**config.mk**
```make
export PLATFORM = sky130hd
export DESIGN_NAME = dram_init_seq
export DESIGN_NICKNAME = d
export VERILOG_FILES = /design/src/rtl/dram_init_pkg.sv /design/src/rtl/dram_init_timer.sv /design/src/rtl/dram_init_fsm.sv /design/src/rtl/dram_init_cmd_enc.sv /design/src/rtl/dram_init_seq.sv
export SDC_FILE = /design/constraint.sdc
export NUM_CORES = 1
export LEC_CHECK = 0
export BUFFER_PORTS_ARGS = -buffer_cell sky130_fd_sc_hd__buf_2
export CELL_PAD_IN_SITES_DETAIL_PLACEMENT = 1
export CELL_PAD_IN_SITES_GLOBAL_PLACEMENT = 1
export CORE_MARGIN = 2
export CORE_UTILIZATION = 40
export CTS_CLUSTER_SIZE = 30
export DETAILED_ROUTE_END_ITERATION = 6
export PLACE_DENSITY_LB_ADDON = 0.3
export SYNTH_ARGS = -nofsm -noshare
export SYNTH_HDL_FRONTEND = slang
export SYNTH_SLANG_ARGS = --single-unit
```
**constraint.sdc**
```tcl
create_clock -name clk_i -period 3.5 [get_ports clk_i]
set_clock_uncertainty 0.15 [all_clocks]
set_input_delay 0.35 -clock clk_i [delete_from_list [all_inputs] [get_ports clk_i]]
set_output_delay 0.35 -clock clk_i [all_outputs]
set_load 0.05 [all_outputs]
```
**src/rtl/dram_init_pkg.sv**
```systemverilog
// Shared types for the DRAM start-up sequencer.
// Assumes: a two-bit command bus; the codes are fixed by the requirements.
package dram_init_pkg;

    typedef enum logic [1:0] {
        CMD_NOP  = 2'b00,
        CMD_MRS  = 2'b01,
        CMD_AREF = 2'b10
    } cmd_e;

    typedef enum logic [3:0] {
        ST_IDLE,
        ST_STAB,
        ST_DUMMY0,
        ST_DUMMY1,
        ST_MRS_LO,
        ST_GAP_MRS,
        ST_MRS_HI,
        ST_GAP_REF0,
        ST_REF,
        ST_GAP_REF,
        ST_RC,
        ST_DONE
    } state_e;

endpackage

```
**src/rtl/dram_init_timer.sv**
```systemverilog
// Down-counter for every wait period of the sequencer.
// A load sets the count; the counter then steps down to zero and stays there.
// Assumes: the FSM loads (cycles_in_wait - 1) on the edge that enters a wait
// state and leaves that state on the edge where expired_o is high.
module dram_init_timer #(
    parameter int CNT_W = 16
) (
    input  logic             clk_i,
    input  logic             rst_n,
    input  logic             load_i,
    input  logic [CNT_W-1:0] load_val_i,
    output logic             expired_o
);

    logic [CNT_W-1:0] cnt_q;

    // Count register: load, else decrement down to zero.
    always_ff @(posedge clk_i) begin
        if (!rst_n) begin
            cnt_q <= '0;
        end else if (load_i) begin
            cnt_q <= load_val_i;
        end else if (cnt_q != '0) begin
            cnt_q <= cnt_q - 1'b1;
        end
    end

    assign expired_o = (cnt_q == '0);

    AST_TMR_STEPS_DOWN: assert property (@(posedge clk_i) disable iff (!rst_n)
        (!load_i && cnt_q != '0) |=> (cnt_q == $past(cnt_q) - 1'b1));

endmodule

```
**src/rtl/dram_init_fsm.sv**
```systemverilog
// Sequence controller: walks the stabilisation wait, the training and real
// mode-register writes, the per-bank refreshes and the final row-cycle wait.
// Assumes: configuration inputs are sampled only when a start is accepted;
// REF_GAP >= 2; DLL_MIN_WAIT fits in CNT_W bits.
module dram_init_fsm
    import dram_init_pkg::*;
#(
    parameter int CNT_W        = 16,
    parameter int NUM_BANKS    = 8,
    parameter int REF_GAP      = 2048,
    parameter int DLL_MIN_WAIT = 1024,
    localparam int BANK_W      = $clog2(NUM_BANKS)
) (
    input  logic              clk_i,
    input  logic              rst_n,
    input  logic              start_i,
    input  logic              mux_mode_i,
    input  logic [CNT_W-1:0]  stable_cyc_i,
    input  logic [CNT_W-1:0]  mrsc_cyc_i,
    input  logic [CNT_W-1:0]  rc_cyc_i,
    output state_e            state_o,
    output logic [BANK_W-1:0] bank_o,
    output logic              accept_o
);

    localparam logic [CNT_W-1:0]  ONE_C      = CNT_W'(1);
    localparam logic [CNT_W-1:0]  TWO_C      = CNT_W'(2);
    localparam logic [CNT_W-1:0]  DLL_MIN_C  = CNT_W'(DLL_MIN_WAIT);
    localparam logic [CNT_W-1:0]  GAP_LOAD_C = CNT_W'(REF_GAP - 2);
    localparam logic [BANK_W-1:0] LAST_BANK  = BANK_W'(NUM_BANKS - 1);
    localparam int                SINCE_W    = CNT_W + 2;

    state_e            state_q, state_d;
    logic              mux_q;
    logic [CNT_W-1:0]  mrsc_q, rc_q;
    logic [BANK_W-1:0] bank_q;
    logic              tmr_load;
    logic [CNT_W-1:0]  tmr_val;
    logic              tmr_expired;
    logic [CNT_W-1:0]  wait_eff;
    logic [CNT_W-1:0]  mrsc_eff;
    logic [CNT_W-1:0]  rc_eff;
    logic              accept;

    // Stabilisation length never below the DLL lock time; zero gaps become one.
    always_comb begin
        wait_eff = (stable_cyc_i < DLL_MIN_C) ? DLL_MIN_C : stable_cyc_i;
        mrsc_eff = (mrsc_cyc_i == '0) ? ONE_C : mrsc_cyc_i;
        rc_eff   = (rc_cyc_i == '0) ? ONE_C : rc_cyc_i;
    end

    assign accept = start_i && (state_q == ST_IDLE || state_q == ST_DONE);

    dram_init_timer #(.CNT_W(CNT_W)) timer_i (
        .clk_i      (clk_i),
        .rst_n      (rst_n),
        .load_i     (tmr_load),
        .load_val_i (tmr_val),
        .expired_o  (tmr_expired)
    );

    // Next-state and timer-load decode.
    always_comb begin
        state_d  = state_q;
        tmr_load = 1'b0;
        tmr_val  = '0;
        unique case (state_q)
            ST_IDLE, ST_DONE: begin
                if (start_i) begin
                    state_d  = ST_STAB;
                    tmr_load = 1'b1;
                    tmr_val  = wait_eff - ONE_C;
                end
            end
            ST_STAB:    if (tmr_expired) state_d = ST_DUMMY0;
            ST_DUMMY0:  state_d = ST_DUMMY1;
            ST_DUMMY1:  state_d = ST_MRS_LO;
            ST_MRS_LO: begin
                if (mux_q) begin
                    if (mrsc_q > ONE_C) begin
                        state_d  = ST_GAP_MRS;
                        tmr_load = 1'b1;
                        tmr_val  = mrsc_q - TWO_C;
                    end else begin
                        state_d = ST_MRS_HI;
                    end
                end else if (mrsc_q > ONE_C) begin
                    state_d  = ST_GAP_REF0;
                    tmr_load = 1'b1;
                    tmr_val  = mrsc_q - TWO_C;
                end else begin
                    state_d = ST_REF;
                end
            end
            ST_GAP_MRS: if (tmr_expired) state_d = ST_MRS_HI;
            ST_MRS_HI: begin
                if (mrsc_q > ONE_C) begin
                    state_d  = ST_GAP_REF0;
                    tmr_load = 1'b1;
                    tmr_val  = mrsc_q - TWO_C;
                end else begin
                    state_d = ST_REF;
                end
            end
            ST_GAP_REF0: if (tmr_expired) state_d = ST_REF;
            ST_REF: begin
                if (bank_q == LAST_BANK) begin
                    if (rc_q > ONE_C) begin
                        state_d  = ST_RC;
                        tmr_load = 1'b1;
                        tmr_val  = rc_q - TWO_C;
                    end else begin
                        state_d = ST_DONE;
                    end
                end else begin
                    state_d  = ST_GAP_REF;
                    tmr_load = 1'b1;
                    tmr_val  = GAP_LOAD_C;
                end
            end
            ST_GAP_REF: if (tmr_expired) state_d = ST_REF;
            ST_RC:      if (tmr_expired) state_d = ST_DONE;
            default:    state_d = ST_IDLE;
        endcase
    end

    // State register.
    always_ff @(posedge clk_i) begin
        if (!rst_n) state_q <= ST_IDLE;
        else        state_q <= state_d;
    end

    // Configuration capture at start acceptance.
    always_ff @(posedge clk_i) begin
        if (!rst_n) begin
            mux_q  <= 1'b0;
            mrsc_q <= ONE_C;
            rc_q   <= ONE_C;
        end else if (accept) begin
            mux_q  <= mux_mode_i;
            mrsc_q <= mrsc_eff;
            rc_q   <= rc_eff;
        end
    end

    // Refresh bank pointer: cleared at start, steps after each refresh.
    always_ff @(posedge clk_i) begin
        if (!rst_n || accept) begin
            bank_q <= '0;
        end else if (state_q == ST_REF && bank_q != LAST_BANK) begin
            bank_q <= bank_q + 1'b1;
        end
    end

    assign state_o  = state_q;
    assign bank_o   = bank_q;
    assign accept_o = accept;

    // Checker-only counters: cycles since the accepted start, refreshes seen.
    logic [SINCE_W-1:0] since_q;
    logic [BANK_W:0]    refs_q;

    // Saturating cycle count since the last accepted start.
    always_ff @(posedge clk_i) begin
        if (!rst_n || accept)   since_q <= '0;
        else if (since_q != '1) since_q <= since_q + 1'b1;
    end

    // Number of refresh states since the last accepted start.
    always_ff @(posedge clk_i) begin
        if (!rst_n || accept)       refs_q <= '0;
        else if (state_q == ST_REF) refs_q <= refs_q + 1'b1;
    end

    AST_LOCK_WAIT_MET: assert property (@(posedge clk_i) disable iff (!rst_n)
        (state_q == ST_DUMMY0) |-> (since_q >= SINCE_W'(DLL_MIN_WAIT)));

    AST_ALL_BANKS_DONE: assert property (@(posedge clk_i) disable iff (!rst_n)
        (state_q == ST_DONE && $past(state_q) != ST_DONE) |-> (refs_q == (BANK_W+1)'(NUM_BANKS)));

    AST_BUSY_START_IGNORED: assert property (@(posedge clk_i) disable iff (!rst_n)
        (start_i && state_q != ST_IDLE && state_q != ST_DONE && since_q != '1)
        |=> (since_q == $past(since_q) + 1'b1));

endmodule

```
**src/rtl/dram_init_cmd_enc.sv**
```systemverilog
// Output decoder: turns the controller state into command, bank, address and
// done. The mode bitmaps are captured when a start is accepted.
// Assumes: every output is a pure function of registered state (Moore style).
module dram_init_cmd_enc
    import dram_init_pkg::*;
#(
    parameter int ADDR_W = 20,
    parameter int BANK_W = 3
) (
    input  logic              clk_i,
    input  logic              rst_n,
    input  logic              accept_i,
    input  logic [ADDR_W-1:0] mode_lo_i,
    input  logic [ADDR_W-1:0] mode_hi_i,
    input  state_e            state_i,
    input  logic [BANK_W-1:0] ref_bank_i,
    output logic [1:0]        cmd_o,
    output logic [BANK_W-1:0] bank_o,
    output logic [ADDR_W-1:0] addr_o,
    output logic              done_o
);

    logic [ADDR_W-1:0] lo_q, hi_q;
    cmd_e              cmd;

    // Mode bitmap capture at start acceptance.
    always_ff @(posedge clk_i) begin
        if (!rst_n) begin
            lo_q <= '0;
            hi_q <= '0;
        end else if (accept_i) begin
            lo_q <= mode_lo_i;
            hi_q <= mode_hi_i;
        end
    end

    // State-to-bus decode; every non-command state drives NOP and zeros.
    always_comb begin
        cmd    = CMD_NOP;
        bank_o = '0;
        addr_o = '0;
        unique case (state_i)
            ST_DUMMY0, ST_DUMMY1, ST_MRS_LO: begin
                cmd    = CMD_MRS;
                addr_o = lo_q;
            end
            ST_MRS_HI: begin
                cmd    = CMD_MRS;
                addr_o = hi_q;
            end
            ST_REF: begin
                cmd    = CMD_AREF;
                bank_o = ref_bank_i;
            end
            default: cmd = CMD_NOP;
        endcase
    end

    assign cmd_o  = cmd;
    assign done_o = (state_i == ST_DONE);

    AST_MRS_SEQ_BANK0: assert property (@(posedge clk_i) disable iff (!rst_n)
        (cmd_o == CMD_MRS && $past(cmd_o) == CMD_MRS) |-> (bank_o == '0));

endmodule

```
**src/rtl/dram_init_seq.sv**
```systemverilog
// Top of the DRAM start-up sequencer: controller plus output decoder.
// Assumes: start_i is a single-cycle request; the device clock and supplies
// are already stable when it arrives.
module dram_init_seq
    import dram_init_pkg::*;
#(
    parameter int ADDR_W       = 20,
    parameter int CNT_W        = 16,
    parameter int NUM_BANKS    = 8,
    parameter int REF_GAP      = 2048,
    parameter int DLL_MIN_WAIT = 1024,
    localparam int BANK_W      = $clog2(NUM_BANKS)
) (
    input  logic              clk_i,
    input  logic              rst_n,
    input  logic              start_i,
    input  logic              mux_mode_i,
    input  logic [ADDR_W-1:0] mode_lo_i,
    input  logic [ADDR_W-1:0] mode_hi_i,
    input  logic [CNT_W-1:0]  stable_cyc_i,
    input  logic [CNT_W-1:0]  mrsc_cyc_i,
    input  logic [CNT_W-1:0]  rc_cyc_i,
    output logic [1:0]        cmd_o,
    output logic [BANK_W-1:0] bank_o,
    output logic [ADDR_W-1:0] addr_o,
    output logic              done_o
);

    state_e            state;
    logic [BANK_W-1:0] ref_bank;
    logic              accept;

    dram_init_fsm #(
        .CNT_W        (CNT_W),
        .NUM_BANKS    (NUM_BANKS),
        .REF_GAP      (REF_GAP),
        .DLL_MIN_WAIT (DLL_MIN_WAIT)
    ) fsm_i (
        .clk_i        (clk_i),
        .rst_n        (rst_n),
        .start_i      (start_i),
        .mux_mode_i   (mux_mode_i),
        .stable_cyc_i (stable_cyc_i),
        .mrsc_cyc_i   (mrsc_cyc_i),
        .rc_cyc_i     (rc_cyc_i),
        .state_o      (state),
        .bank_o       (ref_bank),
        .accept_o     (accept)
    );

    dram_init_cmd_enc #(
        .ADDR_W (ADDR_W),
        .BANK_W (BANK_W)
    ) enc_i (
        .clk_i      (clk_i),
        .rst_n      (rst_n),
        .accept_i   (accept),
        .mode_lo_i  (mode_lo_i),
        .mode_hi_i  (mode_hi_i),
        .state_i    (state),
        .ref_bank_i (ref_bank),
        .cmd_o      (cmd_o),
        .bank_o     (bank_o),
        .addr_o     (addr_o),
        .done_o     (done_o)
    );

    AST_DONE_HOLDS: assert property (@(posedge clk_i) disable iff (!rst_n)
        (done_o && !start_i) |=> done_o);

    AST_REINIT_DROPS_DONE: assert property (@(posedge clk_i) disable iff (!rst_n)
        (done_o && start_i) |=> !done_o);

    AST_AREF_SPACED: assert property (@(posedge clk_i) disable iff (!rst_n)
        (cmd_o == CMD_AREF) |=> (cmd_o == CMD_NOP));

    AST_DONE_BUS_IDLE: assert property (@(posedge clk_i) disable iff (!rst_n)
        $rose(done_o) |-> ($past(cmd_o) != CMD_MRS));

endmodule

```
## After elaboration in Yosys (flattened, before gate mapping)

Index checks and enable logic that the tools add are counted.

- Reductions and logical operators: 17
- $lt $le $gt $ge: 3
- Equality and inequality tests: 18
- Muxes and demuxes: 29
- Add/sub/neg operators: 5

Operator list:

| cell | number |
|---|---|
| $mux 16 | 9 |
| $logic_not 16->1 | 3 |
| $pmux 16 s3 | 1 |
| $pmux 20 s2 | 1 |
| $pmux 4 s10 | 1 |
| $gt 16x1->1 const B | 2 |
| $sub 16x1->16 const B | 2 |
| $sub 16x2->16 const B | 2 |
| $mux 4 | 7 |
| $eq 4x3->1 const B | 4 |
| $eq 4x4->1 const B | 4 |
| $lt 16x11->1 const B | 1 |
| $reduce_bool 16->1 | 1 |
| $eq 4x2->1 const B | 2 |
| $ne 2x2->1 const B | 4 |
| $reduce_or 2->1 | 3 |
| $mux 1 | 5 |
| $reduce_and 5->1 | 1 |
| $eq 4x1->1 const B | 1 |
| $logic_not 4->1 | 1 |
| $mux 2 | 2 |
| $pmux 2 s2 | 1 |
| $reduce_or 4->1 | 1 |
| $add 3x1->3 const B | 1 |
| other kinds (10) | 12 |

- Output and inout port bits: 26
- Input port bits: 92
- Flip-flop bits (word level): 96

## Logic depth before layout (Yosys ltp)

Gate-level depths: netlist of the first run.

- Word-level depth: 6
- Gate-level depth with buffers: 11
- Gate-level depth less buffers: 9

## Cells and area by module

Synthesis of the first run repeated with hierarchy kept, for this count alone.

- Cell total of the unflattened synthesis: 710
- Area total of the unflattened synthesis: 6172.2 sq um

By module, submodules not included:

| module | sequential area each (sq um) | times used | cells each | area each (sq um) |
|---|---|---|---|---|
| dram_init_fsm | 800.8 | 1 | 363 | 2896.5 |
| dram_init_cmd_enc | 800.8 | 1 | 235 | 2362.3 |
| dram_init_timer | 320.3 | 1 | 112 | 913.4 |

## Least setup slack after synthesis of the first run

OpenSTA, ideal clock, no wires.

- Path kind: input -> register
- From: in stable_cyc_i[14]
- To: reg fsm_i.timer_i.cnt_q[6]
- Data arrival time: 2.567 ns
- Path buffers: 2
- Setup slack: 0.647 ns
- Required time: 3.214 ns
- Stages: 11
- Cells stage by stage: or4_1 > or3_1 > clkbuf_1 > nand2_1 > ha_1 > clkbuf_1 > nand3b_1 > o211ai_1 > a21oi_1 > a2111oi_0 > a211oi_1

- Cells in the longest elaborated chain, start to end: 6

RTL lines:

| what | line | text |
|---|---|---|
| start, declared | dram_init_seq.sv:20 | `input logic [CNT_W-1:0] stable_cyc_i,` |
| $lt 16x11->1 | dram_init_fsm.sv:47 | `wait_eff = (stable_cyc_i < DLL_MIN_C) ? DLL_MIN_C : stable_cyc_i;` |
| $mux 16 | dram_init_fsm.sv:47 |  |
| $sub 16x1->16 | dram_init_fsm.sv:72 | `tmr_val = wait_eff - ONE_C;` |
| $mux 16 | dram_init_fsm.sv:69 | `if (start_i) begin` |
| $pmux 16 s3 | dram_init_fsm.sv:67 | `unique case (state_q)` |
| $mux 16 | dram_init_timer.sv:21 | `end else if (load_i) begin` |
| end signal, assigned | dram_init_timer.sv:22 | `cnt_q <= load_val_i;` |
| end signal, assigned | dram_init_timer.sv:24 | `cnt_q <= cnt_q - 1'b1;` |
| end, declared | dram_init_timer.sv:15 | `logic [CNT_W-1:0] cnt_q;` |

Every way passes these cells.
A chain may end at the register's enable or synchronous reset.

## Worst setup path after layout of the first run

- From: reg fsm_i.state_q[0] (netlist: fsm_i.state_o[0])
- To: reg fsm_i.rc_q[12]

- Cells in the longest elaborated chain, start to end: 3
- Elaborated cells between the ends (all ways): 4
- Those cells by class: 1 x eq/ne; 3 x reduce/logical

RTL lines:

| what | line | text |
|---|---|---|
| start, declared | dram_init_fsm.sv:33 | `state_e state_q, state_d;` |
| start signal, assigned | dram_init_fsm.sv:130 | `else state_q <= state_d;` |
| $eq 4x4->1 / $logic_not 4->1 (equally long branches) | dram_init_fsm.sv:52 | `assign accept = start_i && (state_q == ST_IDLE \|\| state_q == ST_DONE);` |
| $logic_or 1x1->1 * | dram_init_fsm.sv:52 |  |
| $logic_and 1x1->1 * | dram_init_fsm.sv:52 |  |
| end signal, assigned | dram_init_fsm.sv:142 | `rc_q <= rc_eff;` |
| end, declared | dram_init_fsm.sv:35 | `logic [CNT_W-1:0] mrsc_q, rc_q;` |

Every way passes the cells marked *; elsewhere a longest branch is shown, timed or not.

==> impl_metrics.env, run 1 <==
export IMPL_synthArstFlopShare=0
export IMPL_cp_slowest_stage_delay_ps=1050
export IMPL_r2r_cells=4
export IMPL_die_w_um=121
export IMPL_rrSetupSlack_ps=540
export IMPL_synth_edf_count=0
export IMPL_cts_setup_buffers=0
export IMPL_path_delay_family="simple AND/OR/NAND/NOR gates"
export IMPL_dp_hpwl_um=13200
export IMPL_worst_pin_slew_ps=1320
export IMPL_timing_rr_start="fsm_i.state_o[0]$_SDFFE_PN0P_"
export IMPL_synth_cell_types=65
export IMPL_path_clk_slew_ps=70
export IMPL_finalSetupViolCount=0
export IMPL_relSlewSlack=0.119
export IMPL_critPathMaxFanout=20
export IMPL_final_util=0.486
export IMPL_clock_sinks=96
export IMPL_cp_start_kind="flip-flop"
export IMPL_grt_setup_unrepaired="no"
export IMPL_start_util=0.410
export IMPL_hp_class="primary input to flip-flop"
export IMPL_insertion_delay_ps=350
export IMPL_antenna_cells=0
export IMPL_synth_area_leaders="dfxtp_1, nand2_1, a22o_1, a21boi_0, xnor2_1"
export IMPL_die_area_mm2=0.0145
export IMPL_yosysWarnings=0
export IMPL_path_class="flip-flop to flip-flop"
export IMPL_drtIter0Drc=368
export IMPL_cts_resized=0
export IMPL_vias_per_cell=5.73
export IMPL_cp_slowest_cell="nor2_1"
export IMPL_area_growth_synth_to_final_pct=18.5
export IMPL_p_leak_nw=2.64
export IMPL_routed_wirelength_um=17500
export IMPL_setup_tns_ps=0
export IMPL_wire_per_inst_um=18.1
export IMPL_grt_max_degree=58
export IMPL_track_usage=0.247
export IMPL_netlist_instances=687
export IMPL_io_pins=118
export IMPL_seq_area_frac_synth=0.354
export IMPL_overflow=0
export IMPL_synth_nets=787
export IMPL_status="finished, final reports clean"
export IMPL_fin_nets=885
export IMPL_vias=5529
export IMPL_syn_cell_area_mm2=0.00543
export IMPL_fmax_mhz=338
export IMPL_final_max_slew_viol_count=0
export IMPL_ant_nets=0
export IMPL_min_to="fsm_i.rc_q[9]$_SDFFE_PN0P_"
export IMPL_min_delay_path_depth=2
export IMPL_ir_worst_vdd_mv=0.382
export IMPL_ctsHoldBuffers=0
export IMPL_clk_root_buffer_cell="clkbuf_16"
export IMPL_hp_start="rc_cyc_i[9]"
export IMPL_postSynthAreaPerCell_um2=7.90
export IMPL_io_buffers=117
export IMPL_period_share=0.845
export IMPL_drc=0
export IMPL_die_y_um=121
export IMPL_yosys_area_top_type="dfxtp_1"
export IMPL_synthFlopType="dfxtp_1"
export IMPL_synth_top_area_share=0.354
export IMPL_rr_endpoint="fsm_i.rc_q[12]$_SDFFE_PN0P_"
export IMPL_numCtsBuffers=9
export IMPL_core_area_mm2=0.0132
export IMPL_synth_seq_cells=96
export IMPL_gp_congestion=0.859
export IMPL_p_per_area_mw_per_mm2=803
export IMPL_critPathRequiredTime_ps=3640
export IMPL_finalHoldViolations=0
export IMPL_cp_arrival_ps=3100
export IMPL_endpoint_kind="flip-flop"
export IMPL_maxCapViolCount=0
export IMPL_drtPass1Iterations=4
export IMPL_htreeDepth=3
export IMPL_rows=42
export IMPL_grt_first_pass_wirelength_um=28800
export IMPL_path_buf_inv=0
export IMPL_cts_tree="yes"
export IMPL_first_global_vias=5674
export IMPL_crit_chain="o21bai_1 > and4b_2 > nor2_1 > a22o_1"
export IMPL_drive_above_1_share=0.198
export IMPL_antenna_found_initial=0
export IMPL_period_minus_slack_ps=2960
export IMPL_cts_buffer_depth=2
## power breakdown
group	switching, mW	internal [mW]
combinational	1.55	0.959
sequential	0.325	1.39
clock	0.430	0.519
## per-layer routing
| metal | track usage | vias to the layer above | wire length, um |
|---|---|---|---|
| li1 | - | 2671 | - |
| met1 | 0.327 | 2711 | 8000 |
| met2 | 0.422 | 124 | 8510 |
| met3 | 0.0321 | 23 | 674 |
| met4 | 0.0654 | 0 | 267 |
| met5 | 0 | - | 0 |
## cells in the final DEF, fill, tap and decap left out, types with 8 or more instances in the layout
master / Yosys / layout
nand2_1: 137 / 137
inv_1: 18 / 18
xor2_1: 13 / 13
nor3_1: 19 / 18
nor4_1: 19 / 19
a21boi_0: 43 / 43
ha_1: 8 / 8
dfxtp_1: 96 / 96
buf_4: 0 / 11
a21oi_1: 38 / 38
a22o_1: 39 / 39
xnor2_1: 25 / 25
o21ai_0: 29 / 29
nand3_1: 9 / 9
buf_2: 0 / 117
nor2_1: 37 / 37
clkbuf_16: 0 / 9
## cell type report
type	count	area, um2
Timing Repair Buffer	128	668
Inverter	19	71.3
Sequential cell	96	1920
Tap cell	176	220
Multi-Input combinational cell	531	3270
Fill cell	1684	6810
Clock buffer	11	253
Clock inverter	4	27.5
## cells by family (layout without fill, tap and decap cells)
group,after synthesis,after routing,share of synthesized area
simple gates,280,280,0.252
compound gates,201,201,0.263
xor+xnor,38,38,0.0613
fa+ha+maj,8,8,0.0184
flops,96,96,0.354
mux,4,4,0.00761
buf+inv,60,162,0.0442
## state kept, by name, indices dropped and copies added, names as in the netlist
| name | count |
|---|---|
| enc_i.hi_q | 20 |
| enc_i.lo_q | 20 |
| fsm_i.bank_o | 3 |
| fsm_i.mrsc_q | 16 |
| fsm_i.mux_q | 1 |
| fsm_i.rc_q | 16 |
| fsm_i.state_o | 4 |
| fsm_i.timer_i.cnt_q | 16 |
## per-stage QoR
stage	worst slack, ps	hold WS, ps	instance area, um2	cells	total power [mW]
finish	542	80.2	6430	965	5.17
global route	299	85.9	6430	965	5.55
CTS	579	73.1	6430	965	5.17
detailed placement	430	311	6150	950	4.20
global placement	534	301	6150	950	4.08
floorplan	647	293	5430	687	3.48
## cells in the mapped netlist (5+ instances only)
library cell and number:
a211oi_1 5, a21boi_0 43, a21oi_1 38, a22o_1 39
a31oi_1 6, and3_1 7, clkbuf_1 36, dfxtp_1 96
ha_1 8, inv_1 18, nand2_1 137, nand2b_1 6
nand3_1 9, nand4_1 5, nor2_1 37, nor3_1 19
nor4_1 19, o21ai_0 29, or3_1 7, or4_1 7
xnor2_1 25, xor2_1 13
## worst max-delay path by stage
| stage | start | end | slack, ps | depth (start not counted) |
|---|---|---|---|---|
| final | fsm_i.state_o[0]$_SDFFE_PN0P_ | fsm_i.rc_q[12]$_SDFFE_PN0P_ | 540 | 4 |
| after global routing | fsm_i.state_o[0]$_SDFFE_PN0P_ | fsm_i.mrsc_q[9]$_SDFFE_PN0P_ | 300 | 4 |
| after CTS | fsm_i.state_o[0]$_SDFFE_PN0P_ | fsm_i.rc_q[12]$_SDFFE_PN0P_ | 580 | 4 |
| after detailed placement | stable_cyc_i[14] | fsm_i.timer_i.cnt_q[6]$_SDFFE_PN0P_ | 430 | 11 |
| after global placement | stable_cyc_i[14] | fsm_i.timer_i.cnt_q[6]$_SDFFE_PN0P_ | 530 | 11 |
| after floorplan | stable_cyc_i[14] | fsm_i.timer_i.cnt_q[6]$_SDFFE_PN0P_ | 650 | 11 |
No activity file was read; power rests on OpenSTA's default activity.
==> inputs of run 2 (changes only) <==
--- a/config.mk
+++ b/config.mk
@@ -5,11 +5,12 @@
 export SDC_FILE = /design/constraint.sdc
 export NUM_CORES = 1
 export LEC_CHECK = 0
+export ABC_AREA = 1
 export BUFFER_PORTS_ARGS = -buffer_cell sky130_fd_sc_hd__buf_2
 export CELL_PAD_IN_SITES_DETAIL_PLACEMENT = 1
 export CELL_PAD_IN_SITES_GLOBAL_PLACEMENT = 1
 export CORE_MARGIN = 2
-export CORE_UTILIZATION = 40
+export CORE_UTILIZATION = 38
 export CTS_CLUSTER_SIZE = 30
 export DETAILED_ROUTE_END_ITERATION = 6
 export PLACE_DENSITY_LB_ADDON = 0.3
==> constraint.sdc (replaced) <==
create_clock -name clk_i -period 2.85 [get_ports clk_i]
set_clock_uncertainty 0.15 [all_clocks]
set_input_delay 0.285 -clock clk_i [delete_from_list [all_inputs] [get_ports clk_i]]
set_output_delay 0.285 -clock clk_i [all_outputs]
set_load 0.05 [all_outputs]
==> impl_metrics.env, run 2 <==
export IMPL_cp_slowest_cell="dfxtp_1"
export IMPL_cp_slowest_stage_delay_ps=470
export IMPL_p_leak_nw=3.34
export IMPL_finalHoldViolations=0
export IMPL_fin_nets=1125
export IMPL_period_share=0.920
export IMPL_yosysMostFrequentCell="nand2_1"
export IMPL_relSlewSlack=0.667
export IMPL_vias=6229
export IMPL_antenna_found_initial=0
export IMPL_path_common_cell="nand2_1"
export IMPL_synth_nets=965
export IMPL_path_buf_inv=2
export IMPL_maxCapViolCount=0
export IMPL_synth_area_leaders="dfxtp_1, nand2_1, o21ai_0, inv_1, nor2_1"
export IMPL_finalSetupViolCount=0
export IMPL_endpoint_kind="primary output"
export IMPL_die_area_mm2=0.0157
export IMPL_dp_cells=1152
export IMPL_p_per_area_mw_per_mm2=871
export IMPL_synthFlopType="dfxtp_1"
export IMPL_grt_max_degree=39
export IMPL_pre_cts_slack_ps=447
export IMPL_grt_first_pass_wirelength_um=33300
export IMPL_track_usage=0.261
export IMPL_final_cell_count_no_fill=1214
export IMPL_drc=0
export IMPL_die_y_um=125
export IMPL_clk_root_buffer_cell="clkbuf_16"
export IMPL_start_util=0.387
export IMPL_overflow=0
export IMPL_drtPass1Iterations=4
export IMPL_yosys_area_top_type="dfxtp_1"
export IMPL_rr_endpoint="fsm_i.state_o[0]$_SDFFE_PN0P_"
export IMPL_clock_sinks=96
export IMPL_power_mw=6.23
export IMPL_hp_start="mrsc_cyc_i[9]"
export IMPL_path_clk_slew_ps=70
export IMPL_period_minus_slack_ps=2620
export IMPL_synthArstFlopShare=0
export IMPL_min_to="fsm_i.mrsc_q[9]$_SDFFE_PN0P_"
export IMPL_insertion_delay_ps=360
export IMPL_antenna_cells=0
export IMPL_postLayoutSetupSlackWorst_ps=227
export IMPL_wire_per_inst_um=16.7
export IMPL_critPathMaxFanout=21
export IMPL_final_common_cell="nand2_1"
export IMPL_gp_congestion=0.920
export IMPL_vias_per_cell=5.13
export IMPL_setup_tns_ps=0
export IMPL_fmax_mhz=381
export IMPL_worst_pin_slew_ps=494
export IMPL_seq_area_frac_synth=0.344
export IMPL_synth_seq_cells=96
export IMPL_first_global_vias=6655
export IMPL_ant_nets=0
export IMPL_die_w_um=125
export IMPL_drive_above_1_share=0.169
export IMPL_cp_start_kind="flip-flop"
export IMPL_io_pins=118
export IMPL_synth_edf_count=0
export IMPL_syn_cell_area_mm2=0.00559
export IMPL_final_util=0.496
export IMPL_hp_class="primary input to flip-flop"
export IMPL_ir_worst_vdd_mv=0.332
export IMPL_yosysWarnings=0
export IMPL_final_max_slew_viol_count=0
export IMPL_top_regs="enc_i.hi_q (20), enc_i.lo_q (20)"
export IMPL_area_growth_synth_to_final_pct=28.1
export IMPL_timing_rr_start="fsm_i.timer_i.cnt_q[0]$_SDFFE_PN0P_"
export IMPL_cp_arrival_ps=2190
export IMPL_synthTopCellsByCount="nand2_1, inv_1, nor2_1"
export IMPL_drtIter0Drc=352
export IMPL_synth_cell_types=40
export IMPL_io_buffers=117
export IMPL_status="finished, final reports clean"
export IMPL_r2r_cells=11
export IMPL_htreeDepth=3
export IMPL_rrSetupSlack_ps=500
export IMPL_grt_setup_unrepaired="no"
export IMPL_final_cell_mix="nand2_1, buf_2, inv_1"
export IMPL_rows=44
export IMPL_path_class="flip-flop to primary output"
export IMPL_synth_top_area_share=0.344
export IMPL_path_delay_family="simple AND/OR/NAND/NOR gates"
export IMPL_netlist_instances=865
export IMPL_routed_wirelength_um=20200
export IMPL_core_area_mm2=0.0144
export IMPL_cts_buffer_depth=2
export IMPL_min_delay_path_depth=3
export IMPL_numCtsBuffers=9
export IMPL_critPathRequiredTime_ps=2410
export IMPL_cts_tree="yes"
export IMPL_cts_resized=0
export IMPL_postSynthAreaPerCell_um2=6.46
export IMPL_crit_chain="nand2_1 > nor2_1 > nand2_1 > buf_4 > o22ai_1 > buf_2"
export IMPL_dp_hpwl_um=14400
==> run 2: changes by cell type in the layout (fill, tap and decap cells not counted), moves of 39 or more <==
cell           before  now
nand3_1             9   68
a21boi_0           43    0
a22o_1             39    0
nor2_1             37   99
inv_1              18  115
nand2_1           137  215
o21ai_0            29   87
dlygate4sd3_1       0   46
==> run 2: cell families (layout without fill, tap and decap cells) <==
family | Yosys count | after routing | share of synthesized area
AOI/OAI and AO/OA | 144 | 144 | 0.140
xor gates and xnor gates | 30 | 30 | 0.0470
adders and majority gates | 8 | 8 | 0.0179
buffers and inverters | 146 | 311 | 0.105
DFF | 96 | 96 | 0.344
and+or+nand+nor | 441 | 441 | 0.346
==> run 2: worst max path at each step <==
stage	start	to	slack, ps	cells after the start
5_1_grt	fsm_i.state_o[2]$_SDFFE_PN0P_	addr_o[3]	30	6
6_report	fsm_i.state_o[2]$_SDFFE_PN0P_	addr_o[9]	230	6
3_3_place_gp	stable_cyc_i[12]	fsm_i.timer_i.cnt_q[14]$_SDFFE_PN0P_	540	11
2_1_floorplan	fsm_i.state_o[1]$_SDFFE_PN0P_	addr_o[0]	580	7
4_1_cts	fsm_i.state_o[2]$_SDFFE_PN0P_	addr_o[3]	240	6
3_5_place_dp	stable_cyc_i[12]	fsm_i.timer_i.cnt_q[14]$_SDFFE_PN0P_	450	11
==> run 2: stage by stage <==
stage,hold slack (ps),instance area (um2)
after detailed placement,307,6380
after global placement,305,6380
after floorplan,238,5590
after global routing,5.13,7160
after CTS,1.18,7150
final,1.61,7160
==> run 2: where the power goes <==
part	internal [mW]	total, mW	switching (mW)
Sequential	1.68	1.95	0.267
Combinational	1.03	3.00	1.96
Clock	0.700	1.29	0.589
==> run 2: layout make-up <==
cell class	count	area (um2)
repair buffers	176	1160
fillers	1947	7270
clock inverters	7	87.6
clock buffers	9	225
well taps	184	230
flip-flops and latches	96	1920
inverters	119	452
multi-input cells	623	3080
==> run 2: tightest hold or removal path, delay by kind of cell <==
family	cells	cell delay (ps)
and+or+nand+nor	1	40
buffers and inverters	1	90
AOI/OAI and AO/OA	1	60
==> run 2: routing by layer <==
layer	GRT usage	vias up	part of all wire	wire (um)
met1	0.319	2954	0.45	9110
met3	0.0466	39	0.034	693
li1	-	3104	-	-
met4	0.0895	0	0.027	552
met2	0.462	132	0.49	9870
met5	0	-	0	0
==> run 2: repair_timing <==
action	CTS	global route
hold buffers	45	1
buffers inserted	0	0
hold endpoints to repair	45	1
==> inputs of run 3 (changes only) <==
--- a/config.mk
+++ b/config.mk
@@ -10,7 +10,8 @@
 export CELL_PAD_IN_SITES_DETAIL_PLACEMENT = 1
 export CELL_PAD_IN_SITES_GLOBAL_PLACEMENT = 1
 export CORE_MARGIN = 2
-export CORE_UTILIZATION = 38
+export CORE_UTILIZATION = 39
+export CTS_BUF_LIST = sky130_fd_sc_hd__clkbuf_4
 export CTS_CLUSTER_SIZE = 30
 export DETAILED_ROUTE_END_ITERATION = 6
 export PLACE_DENSITY_LB_ADDON = 0.3
==> impl_metrics.env, run 3 (same netlist as run 2, synthesis figures left out) <==
export IMPL_p_per_area_mw_per_mm2=788
export IMPL_grt_first_pass_wirelength_um=33700
export IMPL_p_seq_frac=0.344
export IMPL_comb_power_share=0.530
export IMPL_postLayoutSetupSlackWorst_ps=163
export IMPL_cp_slowest_cell="dfxtp_1"
export IMPL_antenna_found_initial=1
export IMPL_insertion_delay_ps=500
export IMPL_cts_tree="yes"
export IMPL_finalHoldViolations=0
export IMPL_fmax_mhz=372
export IMPL_cp_slowest_stage_delay_ps=510
export IMPL_maxCapViolCount=0
export IMPL_p_leak_nw=3.35
export IMPL_final_cell_count_no_fill=1236
export IMPL_setup_tns_ps=0
export IMPL_dp_cells=1145
export IMPL_dp_hpwl_um=14200
export IMPL_ant_nets=0
export IMPL_fin_nets=1150
export IMPL_crit_chain="nand2_1 > nor2_2 > nand2_1 > buf_4 > o22ai_1 > clkbuf_4"
export IMPL_drive_above_1_share=0.163
export IMPL_clk_root_buffer_cell="clkbuf_4"
export IMPL_critPathRequiredTime_ps=2410
export IMPL_core_area_mm2=0.0139
export IMPL_cp_arrival_ps=2250
export IMPL_ir_worst_vdd_mv=0.365
export IMPL_routed_wirelength_um=20900
export IMPL_track_usage=0.284
export IMPL_m1WireLength_um=8830
export IMPL_pre_cts_slack_ps=372
export IMPL_pwr_share_clk=0.126
export IMPL_start_util=0.401
export IMPL_sw_frac_of_total=0.487
export IMPL_period_minus_slack_ps=2690
export IMPL_area_growth_synth_to_final_pct=29.3
export IMPL_routed_wl_met2_um=10700
export IMPL_final_common_cell="nand2_1"
export IMPL_cts_setup_buffers=0
export IMPL_wire_per_inst_um=16.9
export IMPL_critPathMaxFanout=21
export IMPL_final_cell_mix="nand2_1, inv_1, buf_2"
export IMPL_cts_buffer_depth=2
export IMPL_drtIter0Drc=277
export IMPL_drc=0
export IMPL_cp_start_kind="flip-flop"
export IMPL_first_global_vias=6804
export IMPL_grt_max_degree=37
export IMPL_worst_pin_slew_ps=546
export IMPL_path_common_cell="nand2_1"
export IMPL_relSlewSlack=0.635
export IMPL_overflow=0
export IMPL_clock_sinks=96
export IMPL_htreeDepth=3
export IMPL_top_layer="met4"
export IMPL_final_max_slew_viol_count=0
export IMPL_io_pins=118
export IMPL_path_clk_slew_ps=160
export IMPL_io_buffers=117
export IMPL_vias=6436
export IMPL_die_area_mm2=0.0153
export IMPL_top_regs="enc_i.hi_q (20), enc_i.lo_q (20)"
export IMPL_path_class="flip-flop to primary output"
export IMPL_die_w_um=124
export IMPL_status="finished, final reports clean"
export IMPL_endpoint_kind="primary output"
export IMPL_rows=43
export IMPL_gp_congestion=0.882
export IMPL_finalSetupViolCount=0
export IMPL_vias_per_cell=5.21
export IMPL_period_share=0.943
export IMPL_drtPass1Iterations=4
export IMPL_p_int_mw=2.92
export IMPL_final_util=0.518
export IMPL_numCtsBuffers=9
export IMPL_met3_length_um=820
export IMPL_die_y_um=124
export IMPL_power_switching_mw=2.77
export IMPL_hp_class="primary input to flip-flop"
## run 3: metal layers
metal,global-route usage,up-vias
li1,-,3157
met1,0.327,3099
met2,0.523,137
met3,0.0559,43
met4,0.0966,0
met5,0,-
## run 3: worst max-delay path: cells and delay by family (launching register included)
| kind | cells | cell delay (ps) |
|---|---|---|
| buf+inv | 2 | 530 |
| compound gates | 1 | 240 |
| simple gates | 3 | 480 |
| flops | 1 | 510 |
## run 3: power groups by stage
stage	Clock, mW	Combinational, mW	Sequential [mW]
after floorplan	0	2.19	1.88
after global placement	0	2.79	1.96
after detailed placement	0	2.87	1.97
after CTS	0.747	2.98	1.94
after global routing	0.796	3.39	2.00
final	0.718	3.02	1.96
## run 3: worst paths after layout
| kind | slack (ps) | end | cells past startpoint | from |
|---|---|---|---|---|
| hold / removal | 30 | fsm_i.rc_q[15]$_SDFFE_PN0P_ | 3 | rst_n |
| hold reg to reg | 340 | enc_i.lo_q[1]$_SDFFE_PN0P_ | 2 | enc_i.lo_q[1]$_SDFFE_PN0P_ |
| setup / recovery | 160 | addr_o[0] | 6 | fsm_i.state_o[2]$_SDFFE_PN0P_ |
| setup reg to reg | 410 | fsm_i.timer_i.cnt_q[11]$_SDFFE_PN0P_ | 10 | fsm_i.mrsc_q[3]$_SDFFE_PN0P_ |
## run 3: timing repair
action	CTS	global route
hold buffers	74	0
endpoints found under the setup margin	0	20
resized for setup	0	4
hold endpoints to repair	73	0
## run 3: cell type report
cell class / instances / area (um2)
fill: 1902 / 6710
multi-input combinational: 623 / 3090
sequential: 96 / 1920
timing repair buffer: 201 / 1410
inverter: 119 / 452
tap: 180 / 225
clock buffer: 10 / 75.1
clock inverter: 6 / 51.3
antenna: 1 / 2.50
## run 3: stage by stage
step / hold slack (ps) / power (mW) / instance area, um2
floorplan: 238 / 4.07 / 5590
global placement: 305 / 4.75 / 6340
detailed placement: 309 / 4.84 / 6340
CTS: 5.40 / 5.66 / 7210
global route: 18.5 / 6.18 / 7220
finish: 34.0 / 5.69 / 7220
